$ cat src/rtl/adc_emu_pkg.sv
package adc_emu_pkg;

    typedef enum logic [2:0] {
        PH_IDLE = 3'd0,
        PH_CMD  = 3'd1,
        PH_ACQ  = 3'd2,
        PH_CONV = 3'd3,
        PH_READ = 3'd4,
        PH_SHDN = 3'd5
    } phase_e;

    typedef enum logic [2:0] {
        ST_IDLE,
        ST_CMD,
        ST_WAKE,
        ST_ACQ,
        ST_CONV,
        ST_READ,
        ST_SHDN
    } state_e;

endpackage

$ cat src/rtl/adc_in_sync.sv
module adc_in_sync #(
    parameter int             W       = 3,
    parameter logic [W-1:0]   RST_VAL = '0
) (
    input  logic         clk,
    input  logic         rst_n,
    input  logic [W-1:0] d_async,
    output logic [W-1:0] d_sync
);
    logic [W-1:0] stage1;

    always_ff @(posedge clk or negedge rst_n) begin
        if (!rst_n) begin
            stage1 <= RST_VAL;
            d_sync <= RST_VAL;
        end else begin
            stage1 <= d_async;
            d_sync <= stage1;
        end
    end
endmodule

$ cat src/rtl/adc_int_osc.sv
module adc_int_osc #(
    parameter int OSC_DIV = 8
) (
    input  logic clk,
    input  logic rst_n,
    input  logic en,
    output logic rise,
    output logic fall
);
    localparam int OD_W = (OSC_DIV > 2) ? $clog2(OSC_DIV) : 1;
    localparam logic [OD_W-1:0] CNT_LAST = OD_W'(OSC_DIV - 1);
    localparam logic [OD_W-1:0] CNT_HALF = OD_W'(OSC_DIV / 2);

    logic [OD_W-1:0] cnt;

    always_ff @(posedge clk or negedge rst_n) begin
        if (!rst_n)               cnt <= '0;
        else if (!en)             cnt <= '0;
        else if (cnt == CNT_LAST) cnt <= '0;
        else                      cnt <= cnt + OD_W'(1);
    end

    assign rise = en && (cnt == '0);
    assign fall = en && (cnt == CNT_HALF);

    // Oscillator edges are at least two system clocks apart (R5 timing base)
    assert_osc_spacing_R5: assert property (@(posedge clk) disable iff (!rst_n)
        rise |=> !rise);
    assert_osc_edge_excl_R5: assert property (@(posedge clk) disable iff (!rst_n)
        !(rise && fall));
endmodule

$ cat src/rtl/adc_result_bank.sv
module adc_result_bank #(
    parameter int CH_W  = 3,
    parameter int RES_W = 16
) (
    input  logic             clk,
    input  logic             rst_n,
    input  logic             we,
    input  logic [CH_W-1:0]  wr_sel,
    input  logic [RES_W-1:0] wr_data,
    input  logic [CH_W-1:0]  rd_sel,
    output logic [RES_W-1:0] rd_data
);
    localparam int NCH = 1 << CH_W;

    logic [RES_W-1:0] slot [NCH];

    for (genvar g = 0; g < NCH; g++) begin : g_slot
        logic [RES_W-1:0] val;
        always_ff @(posedge clk or negedge rst_n) begin
            if (!rst_n)                              val <= '0;
            else if (we && (wr_sel == CH_W'(g)))     val <= wr_data;
        end
        assign slot[g] = val;
    end

    assign rd_data = slot[rd_sel];
endmodule

$ cat src/rtl/adc_serial_emu.sv
module adc_serial_emu
    import adc_emu_pkg::*;
#(
    parameter int CH_W     = 3,
    parameter int RES_W    = 16,
    parameter int CMD_BITS = 8,
    parameter int WAKE_CYC = 13,
    parameter int OSC_DIV  = 8,
    parameter int CONV_CYC = 16
) (
    input  logic             clk,
    input  logic             rst_n,
    input  logic             cs_n,
    input  logic             sclk,
    input  logic             din,
    output logic             dout,
    output logic             dout_en,
    output logic             eoc,
    output logic             acq_win,
    output logic [2:0]       phase,
    input  logic             cfg_we,
    input  logic [CH_W-1:0]  cfg_chan,
    input  logic [RES_W-1:0] cfg_data
);
    localparam int BC_W = $clog2(CMD_BITS);
    localparam int WK_W = $clog2(WAKE_CYC + 1);
    localparam int RC_W = $clog2(CONV_CYC + 8);

    localparam logic [BC_W-1:0] BC_LAST     = BC_W'(CMD_BITS - 1);
    localparam logic [BC_W-1:0] BC_CHAN     = BC_W'(CH_W - 1);
    localparam logic [WK_W-1:0] WK_LAST     = WK_W'(WAKE_CYC - 1);
    localparam logic [RC_W-1:0] RC_ACQ_ON   = RC_W'(2);
    localparam logic [RC_W-1:0] RC_ACQ_END  = RC_W'(6);
    localparam logic [RC_W-1:0] RC_BITS_END = RC_W'(6 + RES_W);
    localparam logic [RC_W-1:0] RC_CONV_END = RC_W'(5 + CONV_CYC);

    // ---------------- input conditioning ----------------
    logic [2:0] pins_s;
    logic       cs_s, sclk_s, din_s;
    logic       cs_p, sclk_p;
    logic       cs_rise, cs_fall, sclk_rise, sclk_fall;

    adc_in_sync #(.W(3), .RST_VAL(3'b001)) u_sync (
        .clk     (clk),
        .rst_n   (rst_n),
        .d_async ({sclk, din, cs_n}),
        .d_sync  (pins_s)
    );

    assign cs_s   = pins_s[0];
    assign din_s  = pins_s[1];
    assign sclk_s = pins_s[2];

    always_ff @(posedge clk or negedge rst_n) begin
        if (!rst_n) begin
            cs_p   <= 1'b1;
            sclk_p <= 1'b0;
        end else begin
            cs_p   <= cs_s;
            sclk_p <= sclk_s;
        end
    end

    assign cs_rise   =  cs_s   & ~cs_p;
    assign cs_fall   = ~cs_s   &  cs_p;
    assign sclk_rise =  sclk_s & ~sclk_p;
    assign sclk_fall = ~sclk_s &  sclk_p;

    // ---------------- state and datapath registers ----------------
    state_e           state, nxt;
    logic [BC_W-1:0]  bit_cnt;
    logic [CH_W-1:0]  ch_shift;
    logic [CH_W-1:0]  chan_q;
    logic [WK_W-1:0]  wk_cnt;
    logic [RC_W-1:0]  rise_cnt;
    logic [RES_W-1:0] samp;
    logic [RES_W-1:0] sreg;
    logic [RES_W-1:0] bank_rd;
    logic             osc_en, osc_rise, osc_fall;

    adc_int_osc #(.OSC_DIV(OSC_DIV)) u_osc (
        .clk   (clk),
        .rst_n (rst_n),
        .en    (osc_en),
        .rise  (osc_rise),
        .fall  (osc_fall)
    );

    adc_result_bank #(.CH_W(CH_W), .RES_W(RES_W)) u_bank (
        .clk     (clk),
        .rst_n   (rst_n),
        .we      (cfg_we),
        .wr_sel  (cfg_chan),
        .wr_data (cfg_data),
        .rd_sel  (chan_q),
        .rd_data (bank_rd)
    );

    // Next-state decision
    always_comb begin
        nxt = state;
        unique case (state)
            ST_IDLE: if (cs_fall) nxt = ST_CMD;
            ST_CMD: begin
                if (cs_rise)                                nxt = ST_IDLE;
                else if (sclk_rise && (bit_cnt == BC_LAST)) nxt = ST_WAKE;
            end
            ST_WAKE: begin
                if (cs_rise)                  nxt = ST_SHDN;
                else if (wk_cnt == WK_LAST)   nxt = ST_ACQ;
            end
            ST_ACQ: begin
                if (cs_rise)                                      nxt = ST_SHDN;
                else if (osc_fall && (rise_cnt == RC_ACQ_END))    nxt = ST_CONV;
            end
            ST_CONV: begin
                if (cs_rise)                                      nxt = ST_SHDN;
                else if (osc_rise && (rise_cnt == RC_CONV_END))   nxt = ST_READ;
            end
            ST_READ: if (cs_rise) nxt = ST_IDLE;
            ST_SHDN: if (cs_fall) nxt = ST_CMD;
            default: nxt = ST_IDLE;
        endcase
    end

    // State register
    always_ff @(posedge clk or negedge rst_n) begin
        if (!rst_n) state <= ST_IDLE;
        else        state <= nxt;
    end

    // Datapath: command capture, counters, sample and result shift
    always_ff @(posedge clk or negedge rst_n) begin
        if (!rst_n) begin
            bit_cnt  <= '0;
            ch_shift <= '0;
            chan_q   <= '0;
            wk_cnt   <= '0;
            rise_cnt <= '0;
            samp     <= '0;
            sreg     <= '0;
        end else begin
            if (state != ST_CMD)  bit_cnt <= '0;
            else if (sclk_rise)   bit_cnt <= bit_cnt + BC_W'(1);

            if ((state == ST_CMD) && sclk_rise && (bit_cnt <= BC_CHAN)) begin
                ch_shift <= {ch_shift[CH_W-2:0], din_s};
                if (bit_cnt == BC_CHAN) chan_q <= {ch_shift[CH_W-2:0], din_s};
            end

            if (state == ST_WAKE) wk_cnt <= wk_cnt + WK_W'(1);
            else                  wk_cnt <= '0;

            if (!osc_en)          rise_cnt <= '0;
            else if (osc_rise)    rise_cnt <= rise_cnt + RC_W'(1);

            if ((state == ST_ACQ) && (nxt == ST_CONV)) samp <= bank_rd;

            if ((state == ST_CONV) && osc_rise && (rise_cnt < RC_BITS_END)) begin
                sreg <= {sreg[RES_W-2:0], samp[RES_W-1]};
                samp <= {samp[RES_W-2:0], 1'b0};
            end else if ((state == ST_READ) && sclk_fall) begin
                sreg <= {sreg[RES_W-2:0], 1'b0};
            end
        end
    end

    // Outputs
    always_comb begin
        phase   = PH_IDLE;
        dout_en = 1'b0;
        eoc     = 1'b0;
        acq_win = 1'b0;
        dout    = 1'b0;
        osc_en  = 1'b0;
        unique case (state)
            ST_IDLE: phase = PH_IDLE;
            ST_CMD, ST_WAKE: begin
                phase   = PH_CMD;
                dout_en = 1'b1;
            end
            ST_ACQ: begin
                phase   = PH_ACQ;
                dout_en = 1'b1;
                osc_en  = 1'b1;
                acq_win = (rise_cnt >= RC_ACQ_ON);
            end
            ST_CONV: begin
                phase   = PH_CONV;
                dout_en = 1'b1;
                osc_en  = 1'b1;
                eoc     = 1'b1;
            end
            ST_READ: begin
                phase   = PH_READ;
                dout_en = 1'b1;
                dout    = sreg[RES_W-1];
            end
            ST_SHDN: phase = PH_SHDN;
            default: phase = PH_IDLE;
        endcase
    end

    // ---------------- assertions ----------------
    assert_chan_hold_R3: assert property (@(posedge clk) disable iff (!rst_n)
        (state == ST_WAKE || state == ST_ACQ || state == ST_CONV) |=> $stable(chan_q));

    assert_win_excl_R6: assert property (@(posedge clk) disable iff (!rst_n)
        !(acq_win && eoc));

    assert_eoc_fall_R7: assert property (@(posedge clk) disable iff (!rst_n)
        $fell(eoc) |-> (state == ST_READ || state == ST_SHDN));

    assert_abort_shdn_R9: assert property (@(posedge clk) disable iff (!rst_n)
        ((state == ST_WAKE || state == ST_ACQ || state == ST_CONV) && cs_rise)
            |=> (state == ST_SHDN));

    assert_osc_quiet_R9: assert property (@(posedge clk) disable iff (!rst_n)
        (state == ST_IDLE || state == ST_READ || state == ST_SHDN)
            |-> !(osc_rise || osc_fall));

    assert_cmd_exit_R10: assert property (@(posedge clk) disable iff (!rst_n)
        ((state == ST_CMD || state == ST_READ) && cs_rise) |=> (state == ST_IDLE));
endmodule

$ cat config.mk
export PLATFORM = sky130hd
export DESIGN_NAME = adc_serial_emu
export DESIGN_NICKNAME = d
export VERILOG_FILES = /design/src/rtl/adc_emu_pkg.sv /design/src/rtl/adc_in_sync.sv /design/src/rtl/adc_int_osc.sv /design/src/rtl/adc_result_bank.sv /design/src/rtl/adc_serial_emu.sv
export SDC_FILE = /design/constraint.sdc
export NUM_CORES = 1
export LEC_CHECK = 0
export BUFFER_PORTS_ARGS = -buffer_cell sky130_fd_sc_hd__buf_2
export CORE_UTILIZATION = 38
export DETAILED_ROUTE_END_ITERATION = 8
export PLACE_DENSITY = 0.53
export SLEW_MARGIN = 25
export SYNTH_ARGS = -nofsm -noshare
export SYNTH_HDL_FRONTEND = slang
export SYNTH_SLANG_ARGS = --single-unit
$ cat constraint.sdc
create_clock -name clk -period 4.5 [get_ports clk]
set_clock_uncertainty 0.1 [all_clocks]
set_input_delay 0 -clock clk [delete_from_list [all_inputs] [get_ports clk]]
set_output_delay 0 -clock clk [all_outputs]
set_load 0.01 [all_outputs]
# Word level (Yosys, flattened, before mapping)
# Cells that the tools add are included.
# totals
regBits	191
out_inout_bits	7
# op_classes
n_addsub	4
order_cmp	4
n_eq_ne	23
mux	31
bitwise_logic	9
reduce_logical	30
# op_table
cell	count
$mux W16	6
$bmux W16 S3	1
$mux W3	14
$eq A3 B3 Y1 const B	11
$logic_and A1 B1 Y1	19
$pmux W3 S6	1
$eq A3 B2 Y1 const B	5
$pmux W3 S5	1
$mux W5	2
$logic_not A3 Y1	3
$add A3 B1 Y3 const B	2
$eq A3 B1 Y1 const B	2
$reduce_bool A2 Y1	3
$reduce_or A2 Y1	3
$add A5 B1 Y5 const B	1
$eq A5 B3 Y1 const B	1
$eq A5 B5 Y1 const B	1
$ge A5 B2 Y1 const B	1
$lt A5 B5 Y1 const B	1
$mux W1	5
$reduce_or A5 Y1	1
$add A4 B1 Y4 const B	1
$and A1 B1 Y1	4
$eq A4 B4 Y1 const B	1
8 further kinds	11

# Depth between registers and ports, before layout
# Gate-level depths: netlist (run 1).
# logic_depth
depth_word	12
depth_mapped	10
depth_no_buf	7

# Hierarchy
# A second synthesis (run 1) with hierarchy kept.
# unflattened
hier_cells	593
hier_area_um2	8856.0
# modules_own_cells
mod	instances	cells_per_inst	area_per_inst_um2
adc_result_bank	1	336	5933.2
adc_serial_emu	1	238	2605.0
adc_int_osc	1	13	165.2
adc_in_sync	1	6	152.6

# Worst setup path after synthesis (run 1)
# OpenSTA, ideal clock, no wires.
# synth_path
path_type	reg2reg
start	register u_osc.cnt[0]
end	register sreg[10]
arrival_ps	2008
t_required_ps	4275
path_slack_ps	2267
stages_incl_launch_ff	9
n_path_buf	2
cell_sequence	dfrtp_1 -> inv_1 -> ha_1 -> nor2b_1 -> buf_2 -> or3b_1 -> a21boi_2 -> buf_6 -> mux2_2
# synth_via
elab_chain_cells	5
# synth_rtl
item	line	rtl
from (decl)	adc_int_osc.sv:14	logic [OD_W-1:0] cnt;
from (signal assigned)	adc_int_osc.sv:20	else cnt <= cnt + OD_W'(1);
$logic_not A3 Y1 *	adc_int_osc.sv:23	assign rise = en && (cnt == '0);
$logic_and A1 B1 Y1 *	adc_int_osc.sv:23	
$logic_and A1 B1 Y1 * (2 in a row)	adc_serial_emu.sv:159	if ((state == ST_CONV) && osc_rise && (rise_cnt < RC_BITS_END)) begin
$mux W16 / $reduce_bool A2 Y1 (equally long branches)	n/a	
to (signal assigned)	adc_serial_emu.sv:160	sreg <= {sreg[RES_W-2:0], samp[RES_W-1]};
to (signal assigned)	adc_serial_emu.sv:163	sreg <= {sreg[RES_W-2:0], 1'b0};
to (decl)	adc_serial_emu.sv:77	logic [RES_W-1:0] sreg;
# Every way passes the cells marked *; elsewhere a longest branch is shown, timed or not.
# A chain may end at the register's enable or synchronous reset.

# Worst setup path after layout (run 1)
# Same ends and word-level chain as after synthesis.

==> results of run 1 <==
cells in the final DEF (no fill, tap or decap), types with 5 or more instances in the layout:
cell type / netlist / routed
ha_1: 11 / 11
mux4_2: 32 / 32
o221ai_1: 5 / 5
nor2b_1: 5 / 5
o21ai_0: 7 / 7
inv_1: 13 / 13
dfrtp_1: 188 / 186
dlygate4sd3_1: 0 / 21
buf_2: 12 / 30
clkbuf_16: 0 / 17
buf_4: 2 / 12
nand2_1: 38 / 38
o221ai_2: 10 / 10
a21oi_1: 6 / 6
xor2_1: 5 / 5
nor2_1: 19 / 19
mux2_2: 163 / 163
flip-flops by register name, indices dropped and copies added (netlist names), 4 cells and up:
signal,flops
rise_cnt,5
samp,16
sreg,16
u_bank.g_slot.val,128
wk_cnt,4
routing by layer:
metal	up-vias	global-route usage, %
met5	-	0
met4	0	4.09
li1	2247	-
met3	6	3.35
met2	61	27.1
met1	2616	22.2
repair_timing:
action	in CTS	in global routing
hold endpoints to repair	244	33
setup buffers	0	0
resized for setup	0	0
hold buffers	20	1
Yosys cell counts, drive strengths merged (6+ instances only):
library cell / n
a21oi: 6
buf: 21
clkbuf: 14
dfrtp: 188
ha: 11
inv: 13
mux2: 163
mux4: 32
nand2: 38
nor2: 19
nor3: 7
o21ai: 7
o221ai: 15
how the worst max path moves through the flow:
stage,cells after the start,slack (ps),end,start
2_1_floorplan,8,2270,sreg[10],u_osc.cnt[0]
3_3_place_gp,6,1750,sreg[7],u_osc.cnt[0]
3_5_place_dp,6,1700,sreg[3],u_osc.cnt[0]
4_1_cts,6,1690,sreg[2],u_osc.cnt[0]
5_1_grt,6,1550,sreg[9],u_osc.cnt[0]
6_report,6,1730,sreg[10],u_osc.cnt[0]
power by group through the flow:
stage	clock network, W	registers, W	logic, W
after floorplan	0	0.00214	0.000789
after global placement	0	0.00226	0.000897
after detailed placement	0	0.00228	0.000923
after CTS	0.00148	0.00225	0.000943
after global routing	0.00155	0.00229	0.00102
final	0.00143	0.00224	0.000929
worst max-delay path, cell delays in order (launching register included):
cell      delay (ps)
dfrtp_1          400
inv_1             60
ha_1             150
nor2b_1          440
or3b_1           430
a21boi_2         660
mux2_2           410
logic make-up (layout without fill, tap and decap cells):
kind of cell | Yosys count | count (layout) | share of synthesized area (%)
AND/OR/NAND/NOR | 98 | 98 | 5.96
flip-flops | 191 | 191 | 55.3
AO/OA/AOI/OAI | 37 | 37 | 3.85
buffers and inverters | 48 | 109 | 2.65
XOR/XNOR | 9 | 9 | 0.911
adder cells (fa/ha/maj) | 11 | 11 | 1.59
multiplexers | 197 | 197 | 29.8
per-stage QoR:
stage	setup slack, ps	hold slack [ps]	std cells
after floorplan	2270	-396	591
after global placement	1750	9.86	879
after detailed placement	1700	11.3	879
after CTS	1690	75.7	930
after global routing	1550	101	932
final	1730	100	932
area by class of cell:
class	instances	area (um2)	share of cell area, %
Sequential cell	191	4790	48.5
Inverter	13	48.8	0.494
Clock inverter	14	128	1.29
Multi-Input combinational cell	352	3640	36.9
Tap cell	280	350	3.55
Timing Repair Buffer	65	492	4.98
Clock buffer	17	425	4.31
==> Flow_metrics.wiki, run 1 <==
{| class="wikitable"
! Metric !! Value
|-
| Initial core utilization || 39.2%
|-
| Cell area after placement || 0.00908 mm2
|-
| Mean area per synthesized cell || 14.6 um2
|-
| Net Sw Frac || 28.4%
|-
| P&R area growth vs syn || 14.1%
|-
| Standard cell core area || 0.0221 mm2
|-
| Sequential power share || 48.8%
|-
| Number of optimization iterations in the first detailed-route pass || 4
|-
| Cell count of the worst hold path || 3
|-
| Final Critical Period || 2770 ps
|-
| Number of synthesized flops with an enable pin || 0
|-
| Share of async-settable or async-resettable flops after synthesis || 100%
|-
| Fraction of power consumed by combinational cells || 20.2%
|-
| Met2 wire len || 8850 um
|-
| Wire per inst || 19.1 um
|-
| Number of buffers added by the clock tree synthesis step || 17
|-
| Top cells by area, synth || dfrtp_1 (54%), mux2_2 (21%), mux4_2 (8.3%), o221ai_2 (1.7%), nand2_1 (1.6%)
|-
| Proportion of synthesized chip area in sequential cells || 55.3%
|-
| Net total in the final layout || 676
|-
| Reg-to-reg slack, setup || 1730 ps
|-
| Gp weighted congestion || 0.787
|-
| Number of nets still failing antenna checks after routing || 0
|-
| Filler cell count in the final layout || 1973
|-
| Number of global-route vias before repair || 5307
|-
| Fmax || 361 MHz
|-
| Die span in y || 153 um
|-
| Number of setup violations in the final report || 0
|-
| CP endpoint kind || flop
|-
| Max-cap viol count || 0
|-
| Power density normalized to cell area || 466 mW/mm2
|-
| Flip-flop cell with the highest count after synthesis || dfrtp_1
|-
| Static leakage power || 4.24 nW
|-
| Fraction of the core area covered by cells at the end of the flow || 44.7%
|-
| Total of warnings raised by yosys || 0
|-
| TritonCTS clock tree || yes
|-
| Detailed-route via count || 4930
|-
| Max-slew violation count || 0
|-
| Kind of start point of the critical path || flop
|-
| 1st-iter DRT viols || 224
|-
| Worst Hold Path EP || u_bank.g_slot[4].val[8]
|-
| Worst reg2reg path depth || 6
|-
| Total die area || 0.0234 mm2
|-
| Number of levels the H-tree was split into || 4
|-
| Diode insertion count for antenna repair || 0
|-
| Total gr overflow || 0
|-
| Vias per cell || 5.29
|-
| Clock network fraction of total power || 31.0%
|-
| VDD IR max || 233 uV
|-
| Root Driver || clkbuf_16
|-
| Post-synth net total || 627
|-
| Initial antenna violation count || 0
|-
| Netlist area before placement || 0.00865 mm2
|-
| WP data arrival || 2980 ps
|-
| Final count of hold timing violations || 0
|-
| # clock sinks || 191
|-
| CP Max Fanout || 16
|-
| Clk pin slew, worst setup/hold paths || 80 ps
|-
| Fraction of final layout cells sized beyond drive strength 1 || 44.9%
|-
| Detailed Route WL || 17800 um
|-
| Total power of the final layout || 0.00460 W
|-
| Overall routing resource usage || 16.4%
|-
| Length of routed met3 wiring || 386 um
|-
| FF+latch count, synth || 191
|-
| Setup TNS || 0 ps
|-
| Die outline width || 153 um
|-
| Routed length on met1 || 8490 um
|-
| Number of cells produced by synthesis || 591
|-
| Number of I/O pins || 32
|-
| DRC violations left || 0
|-
| Num rows || 54
|-
| Startpoint of the worst register-to-register path || u_osc.cnt[0]
|-
| Maximum number of pins on one net before global-route repair || 119
|-
| Headroom to the max-slew limit || 27.6%
|-
| HPWL after DPL || 10600 um
|-
| Transition at the pin with the smallest max-transition slack || 1090 ps
|-
| Final Cycle Share || 61.6%
|-
| Power Internal || 0.00329 W
|-
| Yosys top cell area share || 54.4%
|-
| Hold/Removal Path Class || primary input to flop
|-
| Clock insertion delay at the later pin of the skew report || 430 ps
|-
| Distinct cell type count after synthesis || 46
|-
| Highest metal used || met4
|-
| Data required, critical path || 4700 ps
|-
| Port bufs || 31
|-
| Start point of the worst min-delay path || cfg_chan[1]
|-
| Startpoint-to-endpoint class of the critical path || flop to flop
|-
| Terminus of the critical flop-to-flop path || sreg[10]
|-
| Maximum root-to-sink buffer count || 2
|-
| RSZ-0062 raised after global routing || no
|-
| Wire length of the first global-routing pass || 29500 um
|-
| Top cell type by total area after synthesis || dfrtp_1
|-
| Design Area, Final || 0.00987 mm2
|-
| Power spent charging and discharging nets || 0.00131 W
|-
| Run status || finished clean
|}
(Power assumes the default switching activity.)
==> run 2: changes to the inputs <==
--- a/config.mk
+++ b/config.mk
@@ -5,6 +5,7 @@
 export SDC_FILE = /design/constraint.sdc
 export NUM_CORES = 1
 export LEC_CHECK = 0
+export ABC_AREA = 1
 export BUFFER_PORTS_ARGS = -buffer_cell sky130_fd_sc_hd__buf_2
 export CORE_UTILIZATION = 38
 export DETAILED_ROUTE_END_ITERATION = 8
==> constraint.sdc (replaced) <==
create_clock -name clk -period 2.8 [get_ports clk]
set_clock_uncertainty 0.1 [all_clocks]
set_input_delay 0 -clock clk [delete_from_list [all_inputs] [get_ports clk]]
set_output_delay 0 -clock clk [all_outputs]
set_load 0.01 [all_outputs]
==> run 2 against run 1 <==
Net effect: worst hold slack lost 77 ps; cell count is 50% higher; synthesized cell count grew 80%; design area up 0.98%; global-route usage up 3.3 points; routed wire length grew 19%; power increased by 79%; critical path depth stayed put; non-clock buffer count increased by 13; first-iteration DRC count increased by 130%; setup slack got worse by 950 ps; combinational power grew to 2.6 times the previous value; largest power group unchanged.
==> Flow_metrics.wiki, run 2 <==
{| class="wikitable"
! Metric !! Value
|-
| Regs by FF count || u_bank.g_slot.val (128), samp (16), sreg (16)
|-
| HPWL after DPL || 13000 um
|-
| Number of setup violations in the final report || 0
|-
| 1st-iter DRT viols || 524
|-
| Power spent charging and discharging nets || 0.00301 W
|-
| Post-synth net total || 1097
|-
| Die outline width || 153 um
|-
| CP Max Fanout || 31
|-
| Die span in y || 153 um
|-
| Most common cell in the netlist || nand2_1
|-
| Number of levels the H-tree was split into || 4
|-
| Flip-flop cell with the highest count after synthesis || dfrtp_1
|-
| Wire length of the first global-routing pass || 36400 um
|-
| Clock network fraction of total power || 28.3%
|-
| Quantity of gates resized following cts || 0
|-
| Most frequent cells in the layout || nand2_1 (371), dfrtp_1 (187), o21ai_0 (139)
|-
| Worst hold margin || 23.9 ps
|-
| Gp weighted congestion || 0.794
|-
| Final Non-Filler Cells || 1394
|-
| VDD IR max || 422 uV
|-
| Number of synthesized flops with an enable pin || 0
|-
| Transition at the pin with the smallest max-transition slack || 962 ps
|-
| Final count of hold timing violations || 0
|-
| Sequential power share || 42.6%
|-
| Static leakage power || 4.89 nW
|-
| TritonCTS clock tree || yes
|-
| Number of buffers added by the clock tree synthesis step || 17
|-
| Startpoint of the worst register-to-register path || state[1]
|-
| Max-slew violation count || 0
|-
| Data required, critical path || 2980 ps
|-
| Most flops, register || u_bank.g_slot.val
|-
| Netlist area before placement || 0.00869 mm2
|-
| Hold/Removal Path Class || primary input to asynchronous set/reset pin
|-
| Initial antenna violation count || 0
|-
| Power density normalized to cell area || 828 mW/mm2
|-
| Final Cycle Share || 72.3%
|-
| Number of flip-flops in the largest register || 128
|-
| Overall routing resource usage || 19.8%
|-
| Final Critical Period || 2020 ps
|-
| FF+latch count, synth || 191
|-
| Num rows || 54
|-
| Leading cell type in the layout, fill and taps excluded || nand2_1
|-
| Count of buffers added by post-CTS timing repair for setup || 0
|-
| Power Internal || 0.00525 W
|-
| Root Driver || clkbuf_16
|-
| Max-cap viol count || 0
|-
| Distinct cell type count after synthesis || 35
|-
| Instance count after placement with tap cells included || 1336
|-
| RSZ-0062 raised after global routing || no
|-
| Top cell type by total area after synthesis || dfrtp_1
|-
| Headroom to the max-slew limit || 35.8%
|-
| Net Sw Frac || 36.4%
|-
| Maximum number of pins on one net before global-route repair || 73
|-
| Startpoint-to-endpoint class of the critical path || flop to flop
|-
| Ranking of synthesized cells by instance count || nand2_1 (371), dfrtp_1 (188), o21ai_0 (139), nand3_1 (121), inv_1 (61)
|-
| Proportion of synthesized chip area in sequential cells || 55.1%
|-
| Detailed-route via count || 6855
|-
| Initial core utilization || 39.3%
|-
| Fraction of final layout cells sized beyond drive strength 1 || 9.78%
|-
| Kind of start point of the critical path || flop
|-
| Maximum root-to-sink buffer count || 2
|-
| Clock insertion delay at the later pin of the skew report || 440 ps
|-
| Run status || finished clean
|-
| Diode insertion count for antenna repair || 0
|-
| Total of warnings raised by yosys || 0
|-
| Fmax || 494 MHz
|-
| Fraction of the core area covered by cells at the end of the flow || 45.1%
|-
| # clock sinks || 191
|-
| Detailed Route WL || 21300 um
|-
| WP data arrival || 2200 ps
|-
| Share of async-settable or async-resettable flops after synthesis || 100%
|-
| P&R area growth vs syn || 14.7%
|-
| Number of I/O pins || 32
|-
| Fraction of power consumed by combinational cells || 29.1%
|-
| Vias per cell || 4.92
|-
| Number of optimization iterations in the first detailed-route pass || 5
|-
| Yosys top cell area share || 54.1%
|-
| Standard cell core area || 0.0221 mm2
|-
| Wire per inst || 15.3 um
|-
| Port bufs || 31
|-
| Total gr overflow || 0
|-
| Net total in the final layout || 1137
|-
| Top cells by area, synth || dfrtp_1 (54%), nand2_1 (16%), o21ai_0 (8.0%), nand3_1 (7.0%), inv_1 (2.6%)
|-
| Total die area || 0.0235 mm2
|-
| CP endpoint kind || flop
|-
| Number of cells produced by synthesis || 1061
|-
| Number of nets still failing antenna checks after routing || 0
|-
| Number of global-route vias before repair || 6714
|-
| Mean area per synthesized cell || 8.19 um2
|-
| CP Launch Point || state[1]
|-
| Setup TNS || 0 ps
|-
| DRC violations left || 0
|-
| Clk pin slew, worst setup/hold paths || 80 ps
|}
==> run 2: layout make-up <==
type | count | area (um2)
clock inverter | 12 | 104
multi-input combinational | 746 | 3400
sequential | 191 | 4780
timing repair buffer | 78 | 619
fill | 2200 | 12100
inverter | 67 | 251
clock buffer | 20 | 457
tap | 280 | 350
==> run 2: stage by stage <==
step | setup slack, ps | total power, W | cell area, um2
floorplan | 1060 | 0.00517 | 8690
detailed placement | 753 | 0.00594 | 9150
finish | 777 | 0.00825 | 9970
CTS | 747 | 0.00835 | 9970
global placement | 813 | 0.00592 | 9150
global route | 519 | 0.00888 | 9970
==> run 2: worst paths after layout <==
path / depth (start not counted) / endpoint / slack, ps
max reg2reg: 6 / sreg[1] / 780
min reg2reg: 0 / u_sync.d_sync[1] / 250
max: 6 / sreg[1] / 780
max in group asynchronous: 3 / cs_p / 1770
min: 2 / u_bank.g_slot[6].val[10] / 20
min in group clk: 4 / u_bank.g_slot[6].val[14] / 90
==> run 2: what timing repair did <==
item | CTS | global route
hold buffers | 26 | 0
hold endpoints to repair | 253 | 0
endpoints found under the setup margin | 0 | 0
==> run 2: layer usage <==
| metal | GRT usage, % | vias up | share of wire (%) | wire length, um |
|---|---|---|---|---|
| li1 | - | 3492 | - | - |
| met1 | 28.1 | 3253 | 50 | 10600 |
| met2 | 31.2 | 94 | 46 | 9820 |
| met3 | 3.37 | 16 | 3.0 | 630 |
| met4 | 5.29 | 0 | 0.98 | 209 |
| met5 | 0 | - | 0 | 0 |
==> run 2: critical path, cell delays in order (launching register included) <==
cell     delay (ps)
dfrtp_1         390
inv_2           100
nand2_1         120
inv_1           110
nand2_2          90
o31ai_4         790
o21ai_0         170
==> run 2: power groups by stage <==
stage               Sequential, W  Combinational, W  Clock (W)
CTS                       0.00351           0.00243    0.00241
finish                    0.00351           0.00240    0.00234
global route              0.00358           0.00278    0.00252
detailed placement        0.00356           0.00239          0
global placement          0.00355           0.00236          0
floorplan                 0.00349           0.00168          0
==> run 2: kinds of logic after synthesis <==
family / count (synthesis) / share of synthesized area, %
AOI/OAI and AO/OA: 174 / 10.4
xor gates and xnor gates: 2 / 0.202
adders and majority gates: 11 / 1.58
buffers and inverters: 124 / 5.86
DFF: 191 / 55.1
and+or+nand+nor: 559 / 26.9
==> run 3: changes to the inputs <==
==> constraint.sdc (replaced) <==
create_clock -name clk -period 2 [get_ports clk]
set_clock_uncertainty 0.1 [all_clocks]
set_input_delay 0 -clock clk [delete_from_list [all_inputs] [get_ports clk]]
set_output_delay 0 -clock clk [all_outputs]
set_load 0.01 [all_outputs]
==> run 3 against run 2 <==
Net effect: sequential cell count is the same; sequential share of layout area shrank 1.3 points; largest power group unchanged; design area grew 2.8%.
==> Flow_metrics.wiki, run 3 (synthesis gave the netlist of run 2 again) <==
{| class="wikitable"
! Metric !! Value
|-
| Regs by FF count || u_bank.g_slot.val (128), samp (16), sreg (16)
|-
| Root Driver || clkbuf_16
|-
| Final Cycle Share || 92.7%
|-
| Final count of hold timing violations || 0
|-
| Most flops, register || u_bank.g_slot.val
|-
| Overall routing resource usage || 19.3%
|-
| Number of I/O pins || 32
|-
| Startpoint-to-endpoint class of the critical path || flop to flop
|-
| Total die area || 0.0235 mm2
|-
| CP endpoint kind || flop
|-
| Detailed-route via count || 6948
|-
| Transition at the pin with the smallest max-transition slack || 595 ps
|-
| Kind of start point of the critical path || flop
|-
| Final Critical Period || 1850 ps
|-
| DRC violations left || 0
|-
| TritonCTS clock tree || yes
|-
| Gp weighted congestion || 0.798
|-
| Port bufs || 31
|-
| Number of global-route vias before repair || 6789
|-
| Wire per inst || 15.3 um
|-
| HPWL after DPL || 13200 um
|-
| Reg-to-reg slack, setup || 150 ps
|-
| Max-slew violation count || 0
|-
| Final Non-Filler Cells || 1401
|-
| Number of optimization iterations in the first detailed-route pass || 5
|-
| RSZ-0062 raised after global routing || yes
|-
| # clock sinks || 191
|-
| Initial antenna violation count || 0
|-
| Diode insertion count for antenna repair || 0
|-
| Clock insertion delay at the later pin of the skew report || 430 ps
|-
| Maximum number of pins on one net before global-route repair || 58
|-
| Number of buffers added by the clock tree synthesis step || 17
|-
| Standard cell core area || 0.0221 mm2
|-
| Worst hold margin || 3.06 ps
|-
| CP Max Fanout || 7
|-
| Number of flip-flops in the largest register || 128
|-
| Footprint of the multi-input gates || 0.00342 mm2
|-
| Instance count after placement with tap cells included || 1346
|-
| Vias per cell || 4.96
|-
| Clk pin slew, worst setup/hold paths || 70 ps
|-
| Max-cap viol count || 0
|-
| Static leakage power || 5.03 nW
|-
| Headroom to the max-slew limit || 60.4%
|-
| Reg area || 0.00479 mm2
|-
| Initial core utilization || 39.3%
|-
| Net total in the final layout || 1146
|-
| Total gr overflow || 0
|-
| Number of nets still failing antenna checks after routing || 0
|-
| Die outline width || 153 um
|-
| Fraction of final layout cells sized beyond drive strength 1 || 11.2%
|-
| Most frequent cells in the layout || nand2_1 (370), dfrtp_1 (186), o21ai_0 (139)
|-
| P&R area growth vs syn || 17.9%
|-
| Run status || finished clean
|-
| 1st-iter DRT viols || 626
|-
| Terminus of the critical flop-to-flop path || samp[11]
|-
| Worst reg2reg path depth || 11
|-
| Detailed Route WL || 21400 um
|-
| Leading cell type in the layout, fill and taps excluded || nand2_1
|-
| VDD IR max || 522 uV
|-
| Filler cell count in the final layout || 2173
|-
| Total power of the final layout || 0.0123 W
|-
| Die span in y || 153 um
|-
| Data required, critical path || 2210 ps
|-
| Wire length of the first global-routing pass || 35700 um
|-
| Hold/Removal Path Class || primary input to asynchronous set/reset pin
|-
| WP data arrival || 2060 ps
|-
| Power density normalized to cell area || 1200 mW/mm2
|-
| CP Launch Point || bit_cnt[1]
|-
| Num rows || 54
|-
| Number of levels the H-tree was split into || 4
|-
| Number of setup violations in the final report || 0
|-
| Fmax || 539 MHz
|-
| Maximum root-to-sink buffer count || 2
|-
| Startpoint of the worst register-to-register path || bit_cnt[1]
|}
-- run 3: repair_timing --
item                       4_1_cts  5_1_grt
hold endpoints to repair       320        0
resized for setup                1        5
setup buffers                    0        4
setup endpoints to repair        1       30
hold buffers                    20        0
pin swaps                        0        3
cloned                           0        1
-- run 3: power by group --
| part | leakage [nW] | internal (W) | switching, W |
|---|---|---|---|
| Combinational | 2.27 | 0.00124 | 0.00228 |
| Clock | 0.322 | 0.00240 | 0.00146 |
| Sequential | 2.43 | 0.00454 | 0.000387 |
| Total | 5.03 | 0.00819 | 0.00412 |
-- run 3: metal layers --
metal | part of all wire (%) | routed length (um) | global-route usage [%] | up-vias
met1 | 50 | 10700 | 27.3 | 3303
li1 | - | - | - | 3524
met3 | 2.7 | 582 | 3.06 | 13
met2 | 46 | 9950 | 30.7 | 108
met4 | 0.88 | 189 | 5.34 | 0
met5 | 0 | 0 | 0 | -
-- run 3: stage by stage --
step | cell area [um2] | worst slack (ps) | TNS (ps) | utilization, %
3_3_place_gp | 9320 | 161 | 0 | 42.2
2_1_floorplan | 8690 | 262 | 0 | -
4_1_cts | 10200 | 46.4 | 0 | 46.1
6_report | 10200 | 146 | 0 | 46.4
3_5_place_dp | 9320 | 105 | 0 | 42.2
5_1_grt | 10200 | -5.10 | -5.80 | 46.4
-- run 3: how the worst max path moves through the flow --
stage	to	cells after the start	slack, ps
global route	samp[6]	11	-5
global placement	samp[11]	9	160
CTS	dout_en	6	50
floorplan	samp[10]	11	260
finish	samp[11]	11	150
detailed placement	sreg[1]	6	100
-- run 3: cell type report --
class	instances	share of cell area, %
Clock buffer	20	4.46
Clock inverter	10	2.05
Inverter	67	2.48
Multi-Input combinational cell	747	33.4
Sequential cell	191	46.7
Tap cell	280	3.42
Timing Repair Buffer	86	7.46
-- run 3: worst max-delay path, stage by stage (launching register included) --
cell and delay [ps]:
dfrtp_1 400, ha_1 190, ha_1 180, nand3_1 100, nor2_1 50, nand2_1 60
nand2_1 60, nor2_2 170, nand3_4 130, buf_4 180, nand3_1 60, nand2_1 60
